--- src/rtl/mon_link_pkg.sv ---
package mon_link_pkg;

    localparam int BYTE_W     = 8;
    localparam int FRAME_BITS = BYTE_W + 2;
    localparam int ADDR_W     = 2 * BYTE_W;

    typedef enum logic [1:0] {RX_IDLE, RX_START, RX_DATA, RX_STOP} rx_state_e;
    typedef enum logic [1:0] {TX_IDLE, TX_PAUSE, TX_SEND} tx_state_e;
    typedef enum logic [2:0] {
        CM_WAIT, CM_HI, CM_LO, CM_ECHO, CM_MEM, CM_RESULT
    } cmd_state_e;

    // one-cycle receive event
    typedef struct packed {
        logic              valid;
        logic              brk;
        logic [BYTE_W-1:0] data;
    } rx_evt_t;

    // transmit request, sampled only when the transmitter is idle
    typedef struct packed {
        logic              start;
        logic              pause;
        logic [BYTE_W-1:0] data;
    } tx_req_t;

    // stop bit high, data LSB first after a low start bit
    function automatic logic [FRAME_BITS-1:0] make_frame(input logic [BYTE_W-1:0] d);
        return {1'b1, d, 1'b0};
    endfunction

endpackage

--- src/rtl/mon_link_rx.sv ---
module mon_link_rx
    import mon_link_pkg::*;
#(
    parameter int DIV_W = 16
) (
    input  logic             clk,
    input  logic             rst,
    input  logic             line_in,
    input  logic             tx_busy,
    input  logic [DIV_W-1:0] div,
    output rx_evt_t          evt
);

    rx_state_e         st;
    logic [DIV_W-1:0]  cnt;
    logic [2:0]        bitn;
    logic [BYTE_W-1:0] sh;
    logic              prev;
    logic [DIV_W-1:0]  half;

    assign half = div >> 1;

    always_ff @(posedge clk) begin
        if (rst) begin
            st   <= RX_IDLE;
            cnt  <= '0;
            bitn <= '0;
            sh   <= '0;
            prev <= 1'b1;
            evt  <= '0;
        end else begin
            prev <= line_in;
            evt  <= '0;
            unique case (st)
                RX_IDLE: begin
                    if (!tx_busy && prev && !line_in) begin
                        st  <= RX_START;
                        cnt <= '0;
                    end
                end
                RX_START: begin
                    if (cnt == half - 1'b1) begin
                        cnt  <= '0;
                        bitn <= '0;
                        st   <= line_in ? RX_IDLE : RX_DATA;
                    end else begin
                        cnt <= cnt + 1'b1;
                    end
                end
                RX_DATA: begin
                    if (cnt == div - 1'b1) begin
                        cnt  <= '0;
                        sh   <= {line_in, sh[BYTE_W-1:1]};
                        bitn <= bitn + 1'b1;
                        if (bitn == 3'd7) st <= RX_STOP;
                    end else begin
                        cnt <= cnt + 1'b1;
                    end
                end
                RX_STOP: begin
                    if (cnt == div - 1'b1) begin
                        cnt <= '0;
                        st  <= RX_IDLE;
                        if (line_in) begin
                            evt.valid <= 1'b1;
                            evt.data  <= sh;
                        end else if (sh == '0) begin
                            evt.brk <= 1'b1;
                        end
                    end else begin
                        cnt <= cnt + 1'b1;
                    end
                end
                default: st <= RX_IDLE;
            endcase
        end
    end


    rx_quiet_chk: assert property (@(posedge clk) disable iff (rst)
        (st == RX_IDLE && tx_busy) |=> (st == RX_IDLE));


    stop_high_chk: assert property (@(posedge clk) disable iff (rst)
        evt.valid |-> $past(line_in));


    brk_low_chk: assert property (@(posedge clk) disable iff (rst)
        evt.brk |-> !$past(line_in));

endmodule

--- src/rtl/mon_link_tx.sv ---
module mon_link_tx
    import mon_link_pkg::*;
#(
    parameter int DIV_W = 16
) (
    input  logic             clk,
    input  logic             rst,
    input  logic [DIV_W-1:0] div,
    input  tx_req_t          req,
    output logic             busy,
    output logic             done,
    output logic             drv_lo
);

    tx_state_e             st;
    logic [DIV_W:0]        cnt;
    logic [3:0]            bitn;
    logic [FRAME_BITS-1:0] sh;

    assign busy   = (st != TX_IDLE);
    assign drv_lo = (st == TX_SEND) && !sh[0];

    always_ff @(posedge clk) begin
        if (rst) begin
            st   <= TX_IDLE;
            cnt  <= '0;
            bitn <= '0;
            sh   <= '1;
            done <= 1'b0;
        end else begin
            done <= 1'b0;
            unique case (st)
                TX_IDLE: begin
                    if (req.start) begin
                        sh   <= make_frame(req.data);
                        cnt  <= '0;
                        bitn <= '0;
                        st   <= req.pause ? TX_PAUSE : TX_SEND;
                    end
                end
                TX_PAUSE: begin
                    if (cnt == {div, 1'b0} - 1'b1) begin
                        cnt <= '0;
                        st  <= TX_SEND;
                    end else begin
                        cnt <= cnt + 1'b1;
                    end
                end
                TX_SEND: begin
                    if (cnt == {1'b0, div} - 1'b1) begin
                        cnt  <= '0;
                        sh   <= {1'b1, sh[FRAME_BITS-1:1]};
                        bitn <= bitn + 1'b1;
                        if (bitn == 4'(FRAME_BITS - 1)) begin
                            st   <= TX_IDLE;
                            done <= 1'b1;
                        end
                    end else begin
                        cnt <= cnt + 1'b1;
                    end
                end
                default: st <= TX_IDLE;
            endcase
        end
    end


    stop_before_idle_chk: assert property (@(posedge clk) disable iff (rst)
        $fell(busy) |-> !$past(drv_lo));

endmodule

--- src/rtl/mon_link_cmd.sv ---
module mon_link_cmd
    import mon_link_pkg::*;
#(
    parameter logic [BYTE_W-1:0] RD_OP = 8'h4A
) (
    input  logic              clk,
    input  logic              rst,
    input  rx_evt_t           evt,
    input  logic              tx_done,
    input  logic [BYTE_W-1:0] mem_data,
    output tx_req_t           req,
    output logic              mem_rd,
    output logic [ADDR_W-1:0] mem_addr
);

    cmd_state_e        st;
    logic [BYTE_W-1:0] hi, lo;

    always_comb begin
        req      = '0;
        mem_rd   = 1'b0;
        mem_addr = {hi, lo};
        if (evt.valid)      req = '{start: 1'b1, pause: 1'b0, data: evt.data};
        else if (evt.brk)   req = '{start: 1'b1, pause: 1'b1, data: '0};
        else if (st == CM_MEM) req = '{start: 1'b1, pause: 1'b0, data: mem_data};
        if (st == CM_ECHO && tx_done) mem_rd = 1'b1;
    end

    always_ff @(posedge clk) begin
        if (rst) begin
            st <= CM_WAIT;
            hi <= '0;
            lo <= '0;
        end else if (evt.brk) begin
            st <= CM_WAIT;
        end else begin
            unique case (st)
                CM_WAIT:   if (evt.valid && evt.data == RD_OP) st <= CM_HI;
                CM_HI:     if (evt.valid) begin hi <= evt.data; st <= CM_LO; end
                CM_LO:     if (evt.valid) begin lo <= evt.data; st <= CM_ECHO; end
                CM_ECHO:   if (tx_done) st <= CM_MEM;
                CM_MEM:    st <= CM_RESULT;
                CM_RESULT: if (tx_done) st <= CM_WAIT;
                default:   st <= CM_WAIT;
            endcase
        end
    end


    rd_single_chk: assert property (@(posedge clk) disable iff (rst)
        mem_rd |=> !mem_rd);

endmodule

--- src/rtl/mon_link.sv ---
module mon_link
    import mon_link_pkg::*;
#(
    parameter int                DIV_W = 16,
    parameter logic [BYTE_W-1:0] RD_OP = 8'h4A
) (
    input  logic              clk,
    input  logic              rst,
    input  logic              line_in,
    input  logic [DIV_W-1:0]  baud_div,
    output logic              line_pull_low,
    output logic              mem_rd,
    output logic [ADDR_W-1:0] mem_addr,
    input  logic [BYTE_W-1:0] mem_data
);

    rx_evt_t evt;
    tx_req_t req;
    logic    tx_busy, tx_done;

    mon_link_rx #(.DIV_W(DIV_W)) u_rx (
        .clk(clk), .rst(rst), .line_in(line_in), .tx_busy(tx_busy),
        .div(baud_div), .evt(evt)
    );

    mon_link_cmd #(.RD_OP(RD_OP)) u_cmd (
        .clk(clk), .rst(rst), .evt(evt), .tx_done(tx_done),
        .mem_data(mem_data), .req(req), .mem_rd(mem_rd), .mem_addr(mem_addr)
    );

    mon_link_tx #(.DIV_W(DIV_W)) u_tx (
        .clk(clk), .rst(rst), .div(baud_div), .req(req),
        .busy(tx_busy), .done(tx_done), .drv_lo(line_pull_low)
    );


    echo_follows_chk: assert property (@(posedge clk) disable iff (rst)
        (evt.valid || evt.brk) |=> tx_busy);


    read_while_idle_chk: assert property (@(posedge clk) disable iff (rst)
        mem_rd |-> !tx_busy);


    result_start_chk: assert property (@(posedge clk) disable iff (rst)
        mem_rd |-> ##2 tx_busy);

endmodule

--- config.mk ---
export PLATFORM = sky130hd
export DESIGN_NAME = mon_link
export DESIGN_NICKNAME = d
export VERILOG_FILES = /design/src/rtl/mon_link_pkg.sv /design/src/rtl/mon_link_rx.sv /design/src/rtl/mon_link_tx.sv /design/src/rtl/mon_link_cmd.sv /design/src/rtl/mon_link.sv
export SDC_FILE = /design/constraint.sdc
export NUM_CORES = 1
export LEC_CHECK = 0
export ABC_CLOCK_PERIOD_IN_PS = 4270
export BUFFER_PORTS_ARGS = -buffer_cell sky130_fd_sc_hd__buf_2
export CAP_MARGIN = 30
export CORE_MARGIN = 5
export CORE_UTILIZATION = 45
export CTS_CLUSTER_DIAMETER = 80
export DETAILED_ROUTE_END_ITERATION = 16
export GPL_TIMING_DRIVEN = 0
export PLACE_DENSITY_LB_ADDON = 0.12
export SLEW_MARGIN = 15
export SYNTH_ARGS = -nofsm -noshare
export SYNTH_HDL_FRONTEND = slang
export SYNTH_SLANG_ARGS = --single-unit
--- constraint.sdc ---
create_clock -name clk -period 4.27 [get_ports clk]
set_input_delay 0.427 -clock clk [delete_from_list [all_inputs] [get_ports clk]]
set_output_delay 0.427 -clock clk [all_outputs]
set_load 0.01 [all_outputs]
==> results by group, run 1 <==
Run status
  • Status: finished clean

Critical path
  • CP Launch Point: baud_div[0]
  • Kind of critical path: input port to flip-flop
  • Startpoint Class: input port
  • CP most frequent cell: clkbuf_1
  • CP max stage delay: just under 0.6 ns
  • CP top delay family: simple AND/OR/NAND/NOR gates
  • Worst R2R End: u_tx.cnt[5]
  • CP endpoint kind: flip-flop
  • Instance count on the critical path: 15
  • Arrival time worst endpoint: 4.14 ns
  • Reg-to-reg slack, setup: 1.20 ns
  • Worst endpoint required time: ~4.5 ns
  • Critical Path End: u_rx.cnt[14]
  • CP Max Fanout: 10
  • R2r worst-path depth: 10
  • Buffers and inverters on the worst path: 6
  • Slowest CP cell: or4_1
  • Critical-path cell list: clkbuf_1 > inv_1 > ha_1 > nand2b_1 > clkbuf_1 > or4_1 > clkbuf_1 > xnor2_1 > a2111o_1 > or4_1 > o21ai_1 > a211oi_2 > buf_4 > buf_6 > a32o_1
  • RR Startpoint: u_tx.st[0]

Logic synthesis
  • Share of the synthesized area in the top cell type: 0.2952
  • Syn Inst Count: approximately 750
  • Seq cells post-synth: a little over 90
  • Post-synth top area cell: dfxtp_1
  • Count leader, synth: dfxtp_1
  • Register area share after synthesis: 0.2952
  • Syn Area/Cell: about 8.4 um^2
  • Number of flops mapped to enable cells by yosys: 0
  • Mapped Area: between 0.006 and 0.007 mm^2
  • Async SR Flop Fraction: 0
  • Syn nets: around 790
  • Total number of yosys warnings: 0
  • Top cells by count, synth: dfxtp_1 (92), nor2_1 (73), nand2_1 (56), clkbuf_1 (46), xnor2_1 (44)
  • Post-synth cell types: 78
  • Largest cells by area after synthesis: dfxtp_1 (30%), xnor2_1 (6.2%), mux2i_1 (5.0%)
  • Most common flop cell mapped by yosys: dfxtp_1

Drt
  • Via density per instance: 5.785
  • Routed length per placed instance: 16.52 um
  • Routed vias: approximately 5700
  • Iteration-0 DRC Markers: between 400 and 500
  • Residual DRC: 0
  • Final ANT Viol Nets: 0
  • DR pass1 iterations: 5
  • Detailed-route wire length: 16190 um

Floorplan
  • Die height: 127.8 um
  • Starting Density: 0.4548
  • Core area: between 0.01 and 0.015 mm^2
  • I/O Pins: 45
  • Area of the die: ~0.016 mm^2
  • Horiz. Die Dim: 127.8 um
  • FP Rows: 43

Timing
  • Achievable Freq: 0.2571 GHz
  • Slew @ Worst Pin: roughly 0.8 ns
  • Final clock skew: ~0.0045 ns
  • Final hold vios: 0
  • Setup Viol. Count Final: 0
  • Final min period: approximately 3.9 ns
  • Fin Setup TNS: 0 ns
  • Slew headroom: 0.4624
  • Slew Limit Fails: 0
  • Period utilisation layout: 0.9109
  • RSZ-0062 raised after global routing: false

GRT
  • Final global-route overflow total: 0
  • Initial antenna violation count: 0
  • First-pass GRT wire length: about 27000 um
  • Number of global-route vias before repair: ~5400
  • Largest net degree at the start of global routing: 20
  • Gr usage total: 0.2014

Clock network
  • Post_cts resized: 0
  • TritonCTS clock tree: done
  • Max H-tree Level: 3
  • Maximum clock path buffer count: 2
  • Clock Latency Late Sink: 0.35 ns
  • Clock slew at reported path FFs: approximately 0.07 ns
  • Cts hold-fix bufs: 0
  • Total CTS buffers: 9
  • Clock tree sinks: 92
  • Root Buffer: clkbuf_16
  • Setup bufs post-CTS: 0

Pwr
  • Leakage: around 0.0028 uW
  • Pwr Density: between 200 and 300 mW/mm^2
  • VDD IR max: 0.3372 mV
  • Tot Pwr: approximately 2000 uW

Layout
  • Final nets: approximately 840
  • Finished Layout Cells: 980
  • Reg area: 0.001842 mm^2
  • Final core occ: 0.5073
  • # diodes: 0
  • Layout area overhead: 11.53%
  • Filler cells: between 1000 and 1500
  • Share of layout cells above drive strength 1: 0.1138
  • Multi-input gate area: ~0.0041 mm^2

Job
  • Max Cap Viol: 0

Worst hold path
  • Hold Path Class: input port to flip-flop

Placement
  • Dpl hpwl: 12450 um
  • Routability Congestion: between 0.8 and 0.9
  • Placed cells: between 900 and 1000
  • PortBufs: 36
[flip-flops by register name, summed over array words and instances, names as in the netlist, 2 cells and up, named ones only]
signal,flops
u_tx.sh,9
u_tx.cnt,17
u_tx.bitn,4
u_rx.evt,10
u_tx.st,2
u_rx.cnt,16
u_cmd.hi,8
u_cmd.st,3
u_rx.bitn,3
u_cmd.lo,8
u_rx.sh,8
[stage by stage]
step | hold slack (ns) | setup slack (ns) | area (um^2)
after CTS | 0.3228 | 0.3807 | 6959
after floorplan | 0.4448 | 0.5280 | 6240
after global placement | 0.4613 | 0.04807 | 6645
after detailed placement | 0.4701 | 0.04148 | 6660
after global routing | 0.3241 | 0.08298 | 6959
final | 0.3362 | 0.3804 | 6959
[logic make-up after synthesis]
| kind of cell | share of synthesized area |
|---|---|
| AO/OA/AOI/OAI | 0.1711 |
| XOR/XNOR | 0.1283 |
| adder cells (fa/ha/maj) | 0.03208 |
| buffers and inverters | 0.05615 |
| flip-flops | 0.2952 |
| multiplexers | 0.05334 |
| AND/OR/NAND/NOR | 0.2639 |
[cells in the final DEF, fill, tap and decap left out, types with 12 or more instances in the layout]
cell type	count
a21oi_1	36
a31oi_1	14
and3_1	20
buf_2	42
clkbuf_1	46
dfxtp_1	92
ha_1	16
inv_1	21
mux2i_1	31
nand2_1	56
nand2b_1	17
nand3_1	32
nor2_1	73
nor3_1	14
nor4_1	14
o211ai_1	13
o21ai_0	21
or4_1	12
xnor2_1	44
xor2_1	19
[area by class of cell]
type | count | share of cell area
multi-input cells | 573 | 0.5823
plain buffers | 59 | 0.03848
clock inverters | 7 | 0.01061
well taps | 180 | 0.03236
repair buffers | 38 | 0.02733
inverters | 22 | 0.01187
clock buffers | 9 | 0.03236
flip-flops and latches | 92 | 0.2647
[power by group]
part	internal [uW]	leakage (uW)	switching [uW]	total (uW)
Combinational	121	0.00195	202	323
Clock	416	0.000148	393	809
Sequential	874	0.000742	11.0	885
[metal layers]
metal,track usage,part of all wire
met1,0.2492,0.45
met2,0.3530,0.49
met3,0.04375,0.049
met4,0.05493,0.016
met5,0,0
[worst min-delay path, stage by stage]
cell	delay [ns]
buf_2	0.10
nand2_1	0.05
a22oi_1	0.07
[worst min path at each step]
stage	start	endpoint	depth (start not counted)
final	mem_data[7]	u_tx.sh[8]	3
after global routing	mem_data[7]	u_tx.sh[8]	3
after CTS	mem_data[7]	u_tx.sh[8]	3
after detailed placement	u_rx.bitn[0]	u_rx.bitn[0]	2
after global placement	u_rx.bitn[0]	u_rx.bitn[0]	2
after floorplan	u_rx.bitn[0]	u_rx.bitn[0]	2
No activity file was read; power rests on OpenSTA's default activity.
==> run 2, diff against run 1 <==
--- a/config.mk
+++ b/config.mk
@@ -8,7 +8,7 @@
 export ABC_CLOCK_PERIOD_IN_PS = 4270
 export BUFFER_PORTS_ARGS = -buffer_cell sky130_fd_sc_hd__buf_2
 export CAP_MARGIN = 30
-export CORE_MARGIN = 5
+export CORE_MARGIN = 3
 export CORE_UTILIZATION = 45
 export CTS_CLUSTER_DIAMETER = 80
 export DETAILED_ROUTE_END_ITERATION = 16
==> results by group, run 2 (synthesis results as in run 1) <==
Run status
  • Status: finished clean

Clock network
  • Max H-tree Level: 3 (unchanged)
  • Total CTS buffers: 9 (unchanged)
  • Setup bufs post-CTS: 0 (unchanged)
  • Root Buffer: clkbuf_16
  • Post_cts resized: 0 (unchanged)
  • Maximum clock path buffer count: 2 (unchanged)
  • Clock slew at reported path FFs: 0.07 ns (about the same)
  • Cts hold-fix bufs: 0 (unchanged)
  • Clock Latency Late Sink: 0.34 ns (about the same)
  • Clock tree sinks: 92 (unchanged)
  • TritonCTS clock tree: done

GRT
  • Initial antenna violation count: 0 (unchanged)
  • Largest net degree at the start of global routing: 17 (-15%)
  • First-pass GRT wire length: 26500 um (-1.0%)
  • Gr usage total: 0.2177 (+0.01637)
  • Final global-route overflow total: 0 (unchanged)
  • Number of global-route vias before repair: 5330 (-0.76%)

Timing
  • Setup Viol. Count Final: 0 (unchanged)
  • Slew @ Worst Pin: 0.7950 ns (-0.005192 ns)
  • Period utilisation layout: 0.9168 (+0.005910)
  • Final hold vios: 0 (unchanged)
  • Final min period: 3.915 ns (+0.02524 ns)
  • Achievable Freq: 0.2554 GHz (-0.64%)
  • Fin Setup TNS: 0 ns (unchanged)
  • Slew headroom: 0.4659 (+0.003488)
  • Slew Limit Fails: 0 (unchanged)
  • RSZ-0062 raised after global routing: false
  • Final clock skew: 0.007491 ns (+0.002954 ns)

Layout
  • Most common cell after layout, fill and taps aside: dfxtp_1
  • Layout area overhead: 11.07%
  • Share of layout cells above drive strength 1: 0.1125 (-0.001250)
  • Most frequent cells in the layout: dfxtp_1 (92), nor2_1 (73), nand2_1 (56), clkbuf_1 (47), xnor2_1 (44)
  • Largest regs: u_tx.cnt: 17 flops, u_rx.cnt: 16 flops, u_rx.evt: 10 flops
  • Filler cells: 1316 (-2.2%)
  • Largest register FFs: 17 (unchanged)
  • Most flops, register: u_tx.cnt
  • Final nets: 838 (unchanged)
  • # diodes: 0 (unchanged)
  • Finished Layout Cells: 976 (-0.41%)

Floorplan
  • FP Rows: 42 (-2.3%)
  • Horiz. Die Dim: 123.8 um (-3.1%)
  • I/O Pins: 45 (unchanged)
  • Core area: 0.01340 mm^2 (-2.3%)
  • Starting Density: 0.4656 (+0.01083)
  • Area of the die: 0.01532 mm^2 (-6.2%)
  • Die height: 123.8 um (-3.1%)

Placement
  • Dpl hpwl: 12400 um (-0.42%)
  • Routability Congestion: 0.9185 (+6.8%)
  • PortBufs: 36 (unchanged)
  • Placed cells: 960 (-0.41%)

Critical path
  • RR Startpoint: u_rx.cnt[0]
  • Arrival time worst endpoint: 4.15 ns (about the same)
  • R2r worst-path depth: 11 (+1)
  • CP endpoint kind: flip-flop
  • Kind of critical path: input port to flip-flop
  • Critical Path End: u_rx.cnt[14]
  • Worst R2R End: u_rx.cnt[14]
  • CP Max Fanout: 10 (unchanged)
  • Reg-to-reg slack, setup: 1.22 ns (+0.02 ns)
  • Worst endpoint required time: 4.51 ns (about the same)
  • Startpoint Class: input port
  • CP Launch Point: baud_div[0]

Pwr
  • Switch Pwr: 563.1 uW (-7.1%)
  • Leakage: 0.002820 uW (-0.64%)
  • Sw Share: 0.2876 (-0.01283)
  • Pwr Density: 282.5 mW/mm^2 (-2.5%)
  • Internal power: 1395 uW (-1.2%)
  • Comb power frac: 0.164 (+0.004)
  • Clk pwr share: 0.383 (-0.018)
  • VDD IR max: 0.2162 mV (-36%)
  • Flop pwr share: 0.453 (+0.014)

Drt
  • Routed length per placed instance: 16.51 um (about the same)
  • Residual DRC: 0 (unchanged)
  • Routed vias: 5627 (-0.74%)
  • Final ANT Viol Nets: 0 (unchanged)
  • Via density per instance: 5.765 (-0.33%)
  • Detailed-route wire length: 16110 um (-0.50%)
  • Iteration-0 DRC Markers: 436 (-8.0%)
  • DR pass1 iterations: 7 (+2)

Worst hold path
  • Hold Path Class: input port to flip-flop

Job
  • Max Cap Viol: 0 (unchanged)
run 2: cell types whose count changed in the layout (fill, tap and decap cells not counted):
| cell | change |
|---|---|
| clkinvlp_4 | +2 |
| clkbuf_1 | +1 |
| clkinv_8 | -1 |
| clkinv_2 | +1 |
| inv_8 | -2 |
| inv_6 | -1 |
run 2: area by class of cell:
type / count / area [um^2] / area share
clock inverters: 6 / 46.29 / 0.006680
plain buffers: 59 / 267.8 / 0.03864
flip-flops and latches: 92 / 1842 / 0.2658
clock buffers: 10 / 229.0 / 0.03304
inverters: 22 / 82.58 / 0.01192
well taps: 176 / 220.2 / 0.03177
multi-input cells: 573 / 4053 / 0.5848
repair buffers: 38 / 190.2 / 0.02744
run 2: how the worst min path moves through the flow:
stage	startpoint	to	slack (ns)	cells past startpoint
final	mem_data[7]	u_tx.sh[8]	0.35	3
after global placement	u_rx.bitn[0]	u_rx.bitn[0]	0.46	2
after floorplan	u_rx.bitn[0]	u_rx.bitn[0]	0.44	2
after CTS	mem_data[7]	u_tx.sh[8]	0.34	3
after detailed placement	u_tx.sh[4]	u_tx.sh[4]	0.47	2
after global routing	mem_data[7]	u_tx.sh[8]	0.37	3
run 2: per-stage QoR:
stage                 util  setup WS (ns)  power [uW]  hold slack [ns]  cell area (um^2)
CTS                 0.5172         0.3759        1983           0.3353              6930
global placement    0.4955        0.05056        1214           0.4630              6640
floorplan                -         0.5280        1142           0.4448              6240
finish              0.5172         0.3552        1958           0.3509              6930
detailed placement  0.4966        0.01335        1224           0.4714              6655
global route        0.5172        0.02467        2057           0.3695              6930
run 2: worst max-delay path, cell delays in order:
cell and delay [ns]:
clkbuf_1 0.20, inv_1 0.14, ha_1 0.20, nand2b_1 0.06, clkbuf_1 0.23, or4_1 0.57, clkbuf_1 0.17, xnor2_1 0.18
a2111o_1 0.39, or4_1 0.60, o21ai_1 0.20, a211oi_2 0.17, buf_4 0.23, buf_6 0.15, a32o_1 0.21
run 2: power by group through the flow:
| stage | logic, uW | registers (uW) | clock network [uW] |
|---|---|---|---|
| 2_1_floorplan | 239 | 903 | 0 |
| 3_3_place_gp | 310 | 905 | 0 |
| 3_5_place_dp | 319 | 906 | 0 |
| 4_1_cts | 320 | 886 | 776 |
| 5_1_grt | 359 | 889 | 809 |
| 6_report | 321 | 887 | 750 |
run 2: metal layers:
layer | share of wire | track usage
met1 | 0.45 | 0.2743
met2 | 0.48 | 0.3745
met3 | 0.051 | 0.03497
met5 | 0 | 0
met4 | 0.019 | 0.08028
